**config.mk**
```make
export PLATFORM = sky130hd
export DESIGN_NAME = pix_window_ctr
export DESIGN_NICKNAME = d
export VERILOG_FILES = /design/src/rtl/pix_window_ctr.sv
export SDC_FILE = /design/constraint.sdc
export NUM_CORES = 1
export LEC_CHECK = 0
export BUFFER_PORTS_ARGS = -buffer_cell sky130_fd_sc_hd__buf_2
export CAP_MARGIN = 25
export CORE_MARGIN = 4
export CORE_UTILIZATION = 45
export CTS_BUF_LIST = sky130_fd_sc_hd__clkbuf_8
export CTS_CLUSTER_DIAMETER = 80
export DETAILED_ROUTE_END_ITERATION = 8
export HOLD_SLACK_MARGIN = 0.03
export PLACE_DENSITY = 0.68
export SYNTH_ARGS = -nofsm -noshare
export SYNTH_HDL_FRONTEND = slang
export SYNTH_SLANG_ARGS = --single-unit
```
**constraint.sdc**
```tcl
create_clock -name clk -period 6.07 [get_ports clk]
set_input_delay 1.214 -clock clk [delete_from_list [all_inputs] [get_ports clk]]
set_output_delay 1.214 -clock clk [all_outputs]
set_load 0.01 [all_outputs]
```
**src/rtl/pix_window_ctr.sv**
```systemverilog
module pix_window_ctr #(
  parameter int H_RES = 240,
  parameter int V_RES = 432,
  localparam int XW = $clog2(H_RES),
  localparam int YW = $clog2(V_RES),
  localparam int AW = $clog2(H_RES * V_RES)
) (
  input  logic          clk,
  input  logic          rst_n,
  input  logic [XW-1:0] win_x_lo,
  input  logic [XW-1:0] win_x_hi,
  input  logic [YW-1:0] win_y_lo,
  input  logic [YW-1:0] win_y_hi,
  input  logic          x_down,
  input  logic          y_down,
  input  logic          vert_fast,
  input  logic          load,
  input  logic [XW-1:0] load_x,
  input  logic [YW-1:0] load_y,
  input  logic          px_wr,
  output logic [XW-1:0] cur_x,
  output logic [YW-1:0] cur_y,
  output logic [AW-1:0] lin_addr,
  output logic          win_bad
);

  logic          x_edge, y_edge;
  logic [XW-1:0] x_first, x_step, nx;
  logic [YW-1:0] y_first, y_step, ny;

  assign win_bad = (win_x_lo > win_x_hi) || (win_y_lo > win_y_hi) ||
                   (int'(win_x_hi) >= H_RES) || (int'(win_y_hi) >= V_RES);

  assign x_edge  = x_down ? (cur_x <= win_x_lo) : (cur_x >= win_x_hi);
  assign y_edge  = y_down ? (cur_y <= win_y_lo) : (cur_y >= win_y_hi);
  assign x_first = x_down ? win_x_hi : win_x_lo;
  assign y_first = y_down ? win_y_hi : win_y_lo;
  assign x_step  = x_down ? cur_x - 1'b1 : cur_x + 1'b1;
  assign y_step  = y_down ? cur_y - 1'b1 : cur_y + 1'b1;

  always_comb begin
    nx = cur_x;
    ny = cur_y;
    if (!vert_fast) begin
      nx = x_edge ? x_first : x_step;
      if (x_edge) ny = y_edge ? y_first : y_step;
    end else begin
      ny = y_edge ? y_first : y_step;
      if (y_edge) nx = x_edge ? x_first : x_step;
    end
  end

  always_ff @(posedge clk) begin
    if (!rst_n) begin
      cur_x <= '0;
      cur_y <= '0;
    end else if (load) begin
      cur_x <= load_x;
      cur_y <= load_y;
    end else if (px_wr && !win_bad) begin
      cur_x <= nx;
      cur_y <= ny;
    end
  end

  assign lin_addr = AW'(cur_y) * AW'(H_RES) + AW'(cur_x);


  load_take_chk: assert property (@(posedge clk) disable iff (!rst_n)
    load |=> (cur_x == $past(load_x)) && (cur_y == $past(load_y)));


  x_inc_chk: assert property (@(posedge clk) disable iff (!rst_n)
    (px_wr && !load && !win_bad && !vert_fast && !x_down &&
     cur_x >= win_x_lo && cur_x < win_x_hi)
    |=> (cur_x == $past(cur_x) + 1'b1) && $stable(cur_y));


  x_wrap_chk: assert property (@(posedge clk) disable iff (!rst_n)
    (px_wr && !load && !win_bad && !vert_fast && !x_down && cur_x == win_x_hi)
    |=> cur_x == $past(win_x_lo));


  y_inc_chk: assert property (@(posedge clk) disable iff (!rst_n)
    (px_wr && !load && !win_bad && vert_fast && !y_down &&
     cur_y >= win_y_lo && cur_y < win_y_hi)
    |=> (cur_y == $past(cur_y) + 1'b1) && $stable(cur_x));


  bad_hold_chk: assert property (@(posedge clk) disable iff (!rst_n)
    (px_wr && !load && win_bad) |=> $stable(cur_x) && $stable(cur_y));


  idle_hold_chk: assert property (@(posedge clk) disable iff (!rst_n)
    (!px_wr && !load) |=> $stable(cur_x) && $stable(cur_y));

endmodule

```
# Yosys cells after proc, flatten, opt, wreduce, memory -nomap -nowiden
# Index checks and enable logic that the tools add are counted.
# op_classes
add_sub_neg,5
mul,1
n_lt_le_gt_ge,8
eq_ne,1
n_mux,16
n_reduce_logical,9
# op_table
operator,count
2-to-1 mux 9 bit,7
2-to-1 mux 8 bit,7
adder 17 x 8 -> 17 bit,1
multiplier 9 x 4 -> 13 bit (second input constant),1
adder 9 x 1 -> 9 bit (second input constant),1
greater-or-equal comparator 9 bit,1
greater-or-equal comparator 9 bit (second input constant),1
greater-than comparator 9 bit,1
<= comparator 9 bit,1
subtractor 9 x 1 -> 9 bit (second input constant),1
adder 8 x 1 -> 8 bit (second input constant),1
greater-or-equal comparator 8 bit,1
greater-or-equal comparator 8 bit (second input constant),1
greater-than comparator 8 bit,1
<= comparator 8 bit,1
subtractor 8 x 1 -> 8 bit (second input constant),1
AND reduction 2 bit,2
logical OR 1 bit,3
!= test 3 x 1 -> 1 bit (second input constant),1
nonzero test 3 bit,1
2-to-1 mux 1 bit,2
nonzero test 2 bit,1
logical AND 1 bit,1
logical NOT 1 bit,1
# totals
reg_bits,17
in_bits,58
output_inout_bits,35
word_cells,42

# Logic depth before layout (Yosys ltp)
# Gate-level depths: netlist of run 1.
# depth
depth_word,8
depth_mapped,13
depth_no_buf,13

# Worst setup path after synthesis of run 1
# No wires, ideal clock.
# synth_timing
path_kind,flip-flop to output port
startpoint,register cur_y[1]
endpoint,output port lin_addr[16]
arrival_time_ps,3444
required_ps,4856
slack_ps,1412
path_stages_with_launch,14
path_buffers,0
cell_sequence,dfxtp_1 -> inv_1 -> fa_1 -> fa_1 -> inv_1 -> ha_1 -> o21ai_0 -> o21ai_1 -> a211oi_1 -> nor2_1 -> xnor2_1 -> nor3_1 -> nand3_1 -> xor2_1
# synth_between
elab_chain_cells,2
# synth_rtl
element,line,text
from (decl),22,"output logic [YW-1:0] cur_y,"
from (signal assigned),59,cur_y <= load_y;
from (signal assigned),62,cur_y <= ny;
multiplier 9 x 4 -> 13 bit,66,assign lin_addr = AW'(cur_y) * AW'(H_RES) + AW'(cur_x);
adder 17 x 8 -> 17 bit,66,
to (decl),23,"output logic [AW-1:0] lin_addr,"
# Every way passes these cells.

# Worst setup path after layout of run 1
# Ends and elaborated chain as after synthesis.

==> results of run 1 <==
-- per-layer routing --
metal | vias up | track usage (%)
li1 | 2017 | -
met1 | 1797 | 23.3
met2 | 108 | 34.8
met3 | 20 | 2.17
met4 | 0 | 5.60
met5 | - | 0
-- critical path: stages, from the launching register on --
cell	delay (ns)
dfxtp_1	0.52
inv_1	0.15
fa_1	0.51
fa_1	0.51
inv_1	0.04
ha_1	0.33
o21ai_0	0.28
o21ai_1	0.13
a211oi_1	0.31
nor2_1	0.10
xnor2_1	0.17
nor3_1	0.32
nand3_1	0.14
xor2_1	0.15
buf_2	0.13
-- area by class of cell --
class | count | area [um^2] | share of cell area, %
multi-input combinational | 414 | 3430 | 72.7
timing repair buffer | 92 | 460 | 9.76
sequential | 17 | 340 | 7.22
inverter | 81 | 304 | 6.45
tap | 108 | 135 | 2.87
clock buffer | 3 | 41.3 | 0.876
clock inverter | 1 | 5.00 | 0.106
-- sequential cells by signal (all words and copies together) (netlist names) --
signal / cells
cur_x: 8
cur_y: 9
-- cells by family after synthesis --
logic type | Yosys count
AOI/OAI and AO/OA | 141
and+or+nand+nor | 119
adders and majority gates | 102
buffers and inverters | 96
xor gates and xnor gates | 30
muxes | 22
DFF | 17
-- final timing paths --
path	from	to	slack [ns]	depth (start not counted)
min	cur_y[6]$_SDFFE_PN0P_	cur_y[6]$_SDFFE_PN0P_	0.57	2
max	cur_y[1]$_SDFFE_PN0P_	lin_addr[16]	0.79	14
max reg2reg	cur_x[0]$_SDFFE_PN0P_	cur_y[5]$_SDFFE_PN0P_	3.04	10
min reg2reg	cur_y[6]$_SDFFE_PN0P_	cur_y[6]$_SDFFE_PN0P_	0.57	2
-- metrics by stage --
stage               total power, W  instance area (um^2)  utilization (%)
floorplan                 0.000783                  4170                -
global placement          0.000986                  4670             52.8
detailed placement         0.00100                  4670             52.8
CTS                        0.00110                  4720             53.3
global route               0.00121                  4720             53.3
finish                     0.00109                  4720             53.3
-- placed cells by master, fill, tap and decap left out, drive strengths merged, types with 2 or more instances in the layout --
master	instances
nand4	8
a211o	2
buf	92
dfxtp	17
o31ai	5
nor2b	8
a211oi	6
nand2b	6
a31oi	10
ha	84
or2	3
a2111oi	2
clkbuf	3
nand2	41
o211ai	7
o22ai	7
o21a	4
a21o	15
fa	18
o31a	2
nor2	23
nor3b	2
o41ai	2
o2111ai	2
xor2	11
a21oi	33
o21ai	34
nand3	14
xnor2	19
inv	81
nor3	10
and3	3
mux2i	21
-- power by group --
| part | internal, W | switching, W |
|---|---|---|
| clock | 0.0000458 | 0.0000474 |
| combinational | 0.000374 | 0.000463 |
| sequential | 0.000126 | 0.0000320 |
| total | 0.000546 | 0.000542 |
==> run_results.csv, run 1 <==
group,metric,value,unit
sta,timing.final.crit_period,5.28,ns
final_layout,nNetsFinal,769,
logic_synthesis,synth_top_area_share,25.2,%
routing,wire_per_inst,14.9,um
clock_tree,clock_sinks,17,
floorplan,die-area,10900,um^2
logic_synthesis,synth_cell_types,57,
logic_synthesis,synthAdderAreaFrac,33.9,%
grt,antenna_found_initial,0,
pwr,ir_worst_vdd,0.110,mV
logic_synthesis,synthArstFlopShare,0,%
final_layout,syn_to_final_growth,13.1,%
logic_synthesis,syn_nets,687,
sta,whs,0.568,ns
critical_path,crit_fanout,8,
floorplan,start_util,47.1,%
run,maxCapViolCount,0,
sta,setup_viol,0,
critical_path,worstSetupEndpointType,"output pin",
hold_path,hold_path.class,"flop to flop",
clock_tree,cts_buffer_depth,2,
clock_tree,post_cts_buffers,0,
logic_synthesis,synthCells,527,
critical_path,arrival,4.06,ns
logic_synthesis,synthFlopType,"dfxtp_1",
final_layout,fillers,857,
final_layout,num_antenna_cells,0,
pwr,p_leak,2.52,nW
floorplan,rows,34,
routing,wl_met3,634,um
routing,postRouteWirelength,10.7,mm
routing,met1Wirelength,4.64,mm
grt,grt_pass1_vias,3877,
logic_synthesis,synth_xor_area_share,6.30,%
logic_synthesis,synth_top_family_by_area,"adder cells",
logic_synthesis,synthMuxAreaShare,5.31,%
placement,portBuffers,92,
logic_synthesis,synth_edf_count,0,
sta,setup_tns,0,ns
sta,max_freq,190,MHz
logic_synthesis,synth_area_leaders,"ha_1 (25%), fa_1 (8.6%), dfxtp_1 (8.2%)",
run_status,outcome,"finished clean",
logic_synthesis,synth_compound_area_share,23.4,%
logic_synthesis,synthesis.area,4170,um^2
routing,wl_met2,5.12,mm
critical_path,path_class,"flop to output pin",
floorplan,io_pins,93,
logic_synthesis,yosysMostFrequentCell,"ha_1",
routing,routed-via-count,3942,
logic_synthesis,ys_seq_area_share,8.17,%
clock_tree,clkTransAtPathRegs,0.08,ns
logic_synthesis,syn_area_per_cell,7.91,um^2
critical_path,startpoint_type,"flop",
sta,hold_viol,0,
sta,max_slew_margin,54.4,%
final_layout,layout.cells.non_filler,716,
clock_tree,ctsResizeCount,0,
critical_path,worst_ep_required_time,4.86,ns
sta,fin_skew,0.00273,ns
logic_synthesis,synthTopCellsByCount,"ha_1 (84), inv_1 (80), nand2_1 (41), a21oi_1 (31), o21ai_0 (24)",
grt,grt_pass1_wl,17.6,mm
floorplan,die_w,104,um
clock_tree,clk_latency,0.26,ns
grt,grt_max_degree,25,
final_layout,drive_above_1_share,18.3,%
placement,dp.final_hpwl,9.09,mm
logic_synthesis,synthSimpleGateAreaFrac,13.4,%
clock_tree,cts_root_buf,"clkbuf_8",
sta,fin_crit_sh,86.9,%
sta,slew_viol_final,0,
sta,finalWorstSetupSlack,0.794,ns
routing,route.antenna.remaining_nets,0,
clock_tree,cts_hold_buf,0,
pwr,power_density,231,nW/um^2
placement,dp_cells,712,
floorplan,die_h,104,um
routing,highest_layer,"met4",
clock_tree,cts_tree,"built",
logic_synthesis,yosysWarnings,0,
grt,grt_overflow,0,
placement,dp_slack,1.10,ns
logic_synthesis,synth_top_cell_by_area,"ha_1",
routing,route.detailed.drc,0,
clock_tree,h-tree-depth,1,
sta,rsz0062_at_grt,"no",
routing,via_per_inst,5.51,
routing,drtIter0Drc,135,
routing,dr.pass1.iters,4,
sta,worstMarginPinSlew,0.685,ns
floorplan,coreArea,8850,um^2
placement,gp_congestion,0.919,
grt,grt_util_all_layers,19.0,%
clock_tree,cts_made_buffers,3,
logic_synthesis,ys_ff_latch,17,
(Power assumes the default switching activity.)
==> inputs of run 2 (changes only) <==
--- a/config.mk
+++ b/config.mk
@@ -9,11 +9,12 @@
 export CAP_MARGIN = 25
 export CORE_MARGIN = 4
 export CORE_UTILIZATION = 45
-export CTS_BUF_LIST = sky130_fd_sc_hd__clkbuf_8
+export CTS_BUF_LIST = sky130_fd_sc_hd__clkbuf_4
 export CTS_CLUSTER_DIAMETER = 80
 export DETAILED_ROUTE_END_ITERATION = 8
 export HOLD_SLACK_MARGIN = 0.03
 export PLACE_DENSITY = 0.68
+export SKIP_LAST_GASP = 1
 export SYNTH_ARGS = -nofsm -noshare
 export SYNTH_HDL_FRONTEND = slang
 export SYNTH_SLANG_ARGS = --single-unit
==> run 2 against run 1 <==
Sequential cell count unchanged. Cell area shrank 0.40%. Fmax shrank 1.3%. Utilization shrank 0.21 points. Die area unchanged. Critical path type unchanged. Sequential power barely moved. Sequential share of layout area hardly changed. Worst hold slack better by 0.0058 ns.
==> run_results.csv, run 2 (synthesis gave the netlist of run 1 again) <==
group,metric,value,unit
run_status,outcome,"finished clean",
hold_path,hold_path.class,"flop to flop",
clock_tree,cts_made_buffers,3,
final_layout,largest_reg_flops,9,
routing,postRouteWirelength,10.7,mm
run,maxCapViolCount,0,
clock_tree,cts_hold_buf,0,
sta,setup_viol,0,
routing,via_per_inst,5.53,
sta,fin_skew,0.00808,ns
routing,routed-via-count,3959,
grt,grt_max_degree,25,
clock_tree,clkTransAtPathRegs,0.13,ns
sta,fin_crit_sh,88.0,%
clock_tree,clock_sinks,17,
sta,slew_viol_final,0,
critical_path,arrival,4.13,ns
critical_path,startpoint_type,"flop",
floorplan,io_pins,93,
grt,grt_util_all_layers,19.0,%
clock_tree,ctsResizeCount,0,
final_layout,fillers,864,
critical_path,r2r.worst_path.cells,10,
pwr,power_density,227,nW/um^2
floorplan,die_w,104,um
pwr,power,0.00107,W
critical_path,crit-reg2reg-capture,"cur_y[5]$_SDFFE_PN0P_",
final_layout,most-common-layout-cells,"buf_2 (92), ha_1 (84), inv_1 (80)",
critical_path,crit_fanout,8,
critical_path,path_class,"flop to output pin",
floorplan,coreArea,8850,um^2
clock_tree,cts_buffer_depth,2,
sta,rsz0062_at_grt,"no",
pwr,ir_worst_vdd,0.102,mV
critical_path,reg2reg_from,"cur_x[0]$_SDFFE_PN0P_",
sta,timing.final.crit_period,5.34,ns
clock_tree,post_cts_buffers,0,
critical_path,worst_ep_required_time,4.86,ns
clock_tree,clk_latency,0.31,ns
final_layout,largest_register,"cur_y",
routing,drtIter0Drc,119,
sta,max_slew_margin,55.8,%
grt,grt_pass1_vias,3880,
floorplan,die_h,104,um
hold_path,hp-start,"cur_x[3]$_SDFFE_PN0P_",
placement,dp.final_hpwl,9.09,mm
sta,whs,0.574,ns
routing,route.antenna.remaining_nets,0,
grt,antenna_found_initial,0,
final_layout,syn_to_final_growth,12.7,%
final_layout,final_core_util,53.1,%
critical_path,worstSetupEndpointType,"output pin",
final_layout,stdcell_area,4700,um^2
floorplan,rows,34,
clock_tree,cts_root_buf,"clkbuf_4",
final_layout,drive_above_1_share,18.3,%
grt,grt_pass1_wl,17.6,mm
sta,max_freq,187,MHz
final_layout,reg_top3,"cur_y x9, cur_x x8",
critical_path,r2r_slack,3.02,ns
placement,portBuffers,92,
sta,hold_viol,0,
floorplan,start_util,47.1,%
final_layout,final_common_cell,"buf_2",
sta,setup_tns,0,ns
routing,route.detailed.drc,0,
routing,wire_per_inst,14.9,um
floorplan,die-area,10900,um^2
hold_path,hold_depth,2,
clock_tree,h-tree-depth,1,
clock_tree,cts_tree,"built",
placement,gp_congestion,0.919,
final_layout,num_antenna_cells,0,
hold_path,min_to,"cur_x[3]$_SDFFE_PN0P_",
sta,worstMarginPinSlew,0.663,ns
routing,dr.pass1.iters,4,
pwr,p_leak,2.51,nW
grt,grt_overflow,0,
final_layout,nNetsFinal,769,
placement,placed_area,4670,um^2
run 2: changes by cell type in the layout (fill, tap and decap cells not counted):
cell	change
clkbuf_8	-3
clkbuf_4	+3
run 2: worst max path at each step:
stage                                startpoint           end  slack [ns]  cells after the start
after floorplan           cur_y[1]$_SDFFE_PN0P_  lin_addr[16]        1.41                     13
after global placement    cur_y[1]$_SDFFE_PN0P_  lin_addr[16]        1.19                     14
after detailed placement  cur_y[1]$_SDFFE_PN0P_  lin_addr[16]        1.10                     14
after CTS                 cur_y[1]$_SDFFE_PN0P_  lin_addr[16]        0.73                     14
after global routing      cur_y[2]$_SDFFE_PN0P_  lin_addr[16]        0.39                     14
final                     cur_y[1]$_SDFFE_PN0P_  lin_addr[16]        0.73                     14
run 2: layout make-up:
type	count	area (um^2)	area share, %
Timing Repair Buffer	92	460	9.80
Clock buffer	3	22.5	0.479
Inverter	81	304	6.47
Tap cell	108	135	2.88
Clock inverter	1	5.00	0.107
Sequential cell	17	340	7.25
Multi-Input combinational cell	414	3430	73.0
run 2: critical path, cell delays in order (launching register included):
cell      delay (ns)
dfxtp_1         0.54
inv_1           0.14
fa_1            0.51
fa_1            0.51
inv_1           0.04
ha_1            0.33
o21ai_0         0.27
o21ai_1         0.13
a211oi_1        0.32
nor2_1          0.11
xnor2_1         0.17
nor3_1          0.32
nand3_1         0.14
xor2_1          0.15
buf_2           0.13
run 2: where the power goes:
group | internal, W | total (W) | switching (W)
combinational | 0.000374 | 0.000838 | 0.000463
clock | 0.0000246 | 0.0000697 | 0.0000451
sequential | 0.000126 | 0.000158 | 0.0000323
run 2: routing by layer:
metal,up-vias,global-route usage (%),part of all wire [%]
met2,100,34.9,48
met4,0,5.60,2.7
li1,2014,-,-
met3,20,2.17,5.5
met5,-,0,0
met1,1825,23.2,44
run 2: metrics by stage:
stage / setup slack [ns] / std cells
3_3_place_gp: 1.19 / 712
2_1_floorplan: 1.41 / 527
3_5_place_dp: 1.10 / 712
4_1_cts: 0.727 / 716
6_report: 0.726 / 716
5_1_grt: 0.394 / 716
==> inputs of run 3 (changes only) <==
--- a/config.mk
+++ b/config.mk
@@ -7,7 +7,7 @@
 export LEC_CHECK = 0
 export BUFFER_PORTS_ARGS = -buffer_cell sky130_fd_sc_hd__buf_2
 export CAP_MARGIN = 25
-export CORE_MARGIN = 4
+export CORE_MARGIN = 10
 export CORE_UTILIZATION = 45
 export CTS_BUF_LIST = sky130_fd_sc_hd__clkbuf_4
 export CTS_CLUSTER_DIAMETER = 80
@@ -15,6 +15,7 @@
 export HOLD_SLACK_MARGIN = 0.03
 export PLACE_DENSITY = 0.68
 export SKIP_LAST_GASP = 1
+export SLEW_MARGIN = 20
 export SYNTH_ARGS = -nofsm -noshare
 export SYNTH_HDL_FRONTEND = slang
 export SYNTH_SLANG_ARGS = --single-unit
==> run 3 against run 2 <==
Sequential share of layout area barely moved. Fmax barely moved. Die area rose by 24%. Wire length rose by 6.9%. Critical path type unchanged. Highest routed layer unchanged.
==> run_results.csv, run 3 (synthesis gave the netlist of run 1 again) <==
group,metric,value,unit
run_status,outcome,"finished clean",
final_layout,final_core_util,51.6,%
clock_tree,clk_latency,0.31,ns
pwr,p_int,0.000525,W
grt,grt_pass1_wl,19.0,mm
critical_path,crit_fanout,8,
floorplan,coreArea,9110,um^2
clock_tree,clock_sinks,17,
grt,met2_usage,30.5,%
pwr,p_seq_share,14.7,%
clock_tree,post_cts_buffers,0,
routing,wire_per_inst,15.9,um
final_layout,final_common_cell,"buf_2",
floorplan,rows,35,
sta,slew_viol_final,0,
final_layout,nNetsFinal,769,
critical_path,critical_path.max_stage_delay,0.53,ns
critical_path,path_class,"flop to output pin",
pwr,p_leak,2.51,nW
critical_path,critical_path_buf_inv_count,3,
sta,hold_viol,0,
clock_tree,cts_hold_buf,0,
sta,worstMarginPinSlew,0.707,ns
final_layout,largest_register,"cur_y",
clock_tree,cts_tree,"built",
final_layout,reg_top3,"cur_y x9, cur_x x8",
placement,gp_congestion,0.872,
final_layout,largest_reg_flops,9,
pwr,combPwrFrac,78.7,%
placement,portBuffers,92,
routing,route.detailed.drc,0,
pwr,power_density,229,nW/um^2
sta,whs,0.572,ns
sta,rsz0062_at_grt,"no",
routing,drtIter0Drc,167,
critical_path,worstSetupEndpointType,"output pin",
routing,dr.pass1.iters,5,
final_layout,syn_to_final_growth,12.8,%
final_layout,most-common-layout-cells,"buf_2 (92), ha_1 (84), inv_1 (80)",
routing,routed-via-count,4026,
grt,antenna_found_initial,0,
final_layout,stdcell_area,4700,um^2
routing,postRouteWirelength,11.4,mm
floorplan,die_h,116,um
critical_path,cp_top_family,"adder cells",
sta,setup_viol,0,
sta,fin_skew,0.00647,ns
clock_tree,cts_made_buffers,3,
clock_tree,ctsResizeCount,0,
grt,use_met1,20.8,%
placement,dp.final_hpwl,9.69,mm
grt,grt_pass1_vias,4080,
clock_tree,h-tree-depth,1,
pwr,p_sw,0.000550,W
floorplan,die-area,13500,um^2
grt,grt_max_degree,25,
final_layout,num_antenna_cells,0,
placement,placed_area,4670,um^2
grt,grt_util_all_layers,16.9,%
critical_path,worstSetupStartpoint,"cur_y[2]$_SDFFE_PN0P_",
final_layout,fillers,903,
routing,via_per_inst,5.60,
floorplan,start_util,45.8,%
clock_tree,clkTransAtPathRegs,0.13,ns
pwr,ir_worst_vdd,0.0907,mV
critical_path,arrival,4.13,ns
sta,fin_crit_sh,88.0,%
critical_path,worst_ep_required_time,4.86,ns
final_layout,drive_above_1_share,18.3,%
routing,route.antenna.remaining_nets,0,
grt,grt_use_met3,2.00,%
floorplan,io_pins,93,
grt,grt_overflow,0,
hold_path,hp-start,"cur_x[2]$_SDFFE_PN0P_",
sta,max_slew_margin,52.9,%
clock_tree,cts_buffer_depth,2,
floorplan,die_w,116,um
critical_path,startpoint_type,"flop",
critical_path,crit_slowest_cell,"dfxtp_1",
critical_path,crit_path_cell_trace,"inv_1 -> fa_1 -> fa_1 -> inv_1 -> ha_1 -> o21ai_0 -> o21ai_1 -> a211oi_1 -> nor2_1 -> xnor2_1 -> nor3_1 -> nand3_1 -> xor2_1 -> buf_2",
pwr,p_sw_share,51.2,%
hold_path,hold_path.class,"flop to flop",
clock_tree,cts_root_buf,"clkbuf_4",
critical_path,reg2reg_from,"cur_x[0]$_SDFFE_PN0P_",
sta,finalWorstSetupSlack,0.727,ns
sta,timing.final.crit_period,5.34,ns
pwr,clockPowerShare,6.6,%
sta,setup_tns,0,ns
sta,max_freq,187,MHz
grt,busiest_layer,"met2",
placement,dp_slack,1.10,ns
run,maxCapViolCount,0,
run 3: metrics by stage:
step / total power [W] / std cells
floorplan: 0.000783 / 527
global route: 0.00120 / 719
CTS: 0.00109 / 719
finish: 0.00108 / 719
detailed placement: 0.00101 / 715
global placement: 0.000993 / 715
run 3: layout make-up:
type,count,area [um^2],share of cell area [%]
clock inverters,1,5.00,0.106
clock buffers,3,22.5,0.479
multi-input cells,414,3430,73.0
repair buffers,92,460,9.80
well taps,111,139,2.95
flip-flops and latches,17,340,7.24
inverters,81,304,6.47
run 3: per-layer routing:
| layer | part of all wire (%) | routed length [um] |
|---|---|---|
| met3 | 5.3 | 602 |
| met2 | 48 | 5520 |
| met1 | 45 | 5100 |
| met5 | 0 | 0 |
| met4 | 1.8 | 210 |
run 3: power groups by stage:
| stage | combinational [W] | sequential [W] | clock (W) |
|---|---|---|---|
| floorplan | 0.000625 | 0.000158 | 0 |
| global placement | 0.000835 | 0.000159 | 0 |
| detailed placement | 0.000852 | 0.000161 | 0 |
| CTS | 0.000859 | 0.000158 | 0.0000720 |
| global route | 0.000964 | 0.000162 | 0.0000778 |
| finish | 0.000846 | 0.000158 | 0.0000707 |
run 3: final timing paths:
check                     endpoint  slack, ns  depth (start not counted)
max                   lin_addr[16]       0.73                         14
min          cur_x[2]$_SDFFE_PN0P_       0.57                          2
max reg2reg  cur_y[6]$_SDFFE_PN0P_       3.01                         10
min reg2reg  cur_x[2]$_SDFFE_PN0P_       0.57                          2
run 3: tightest hold or removal path: cells and delay by family (launching register included):
family	cells	cell delay [ns]
AO/OA/AOI/OAI	1	0.06
AND/OR/NAND/NOR	1	0.08
flip-flops	1	0.39
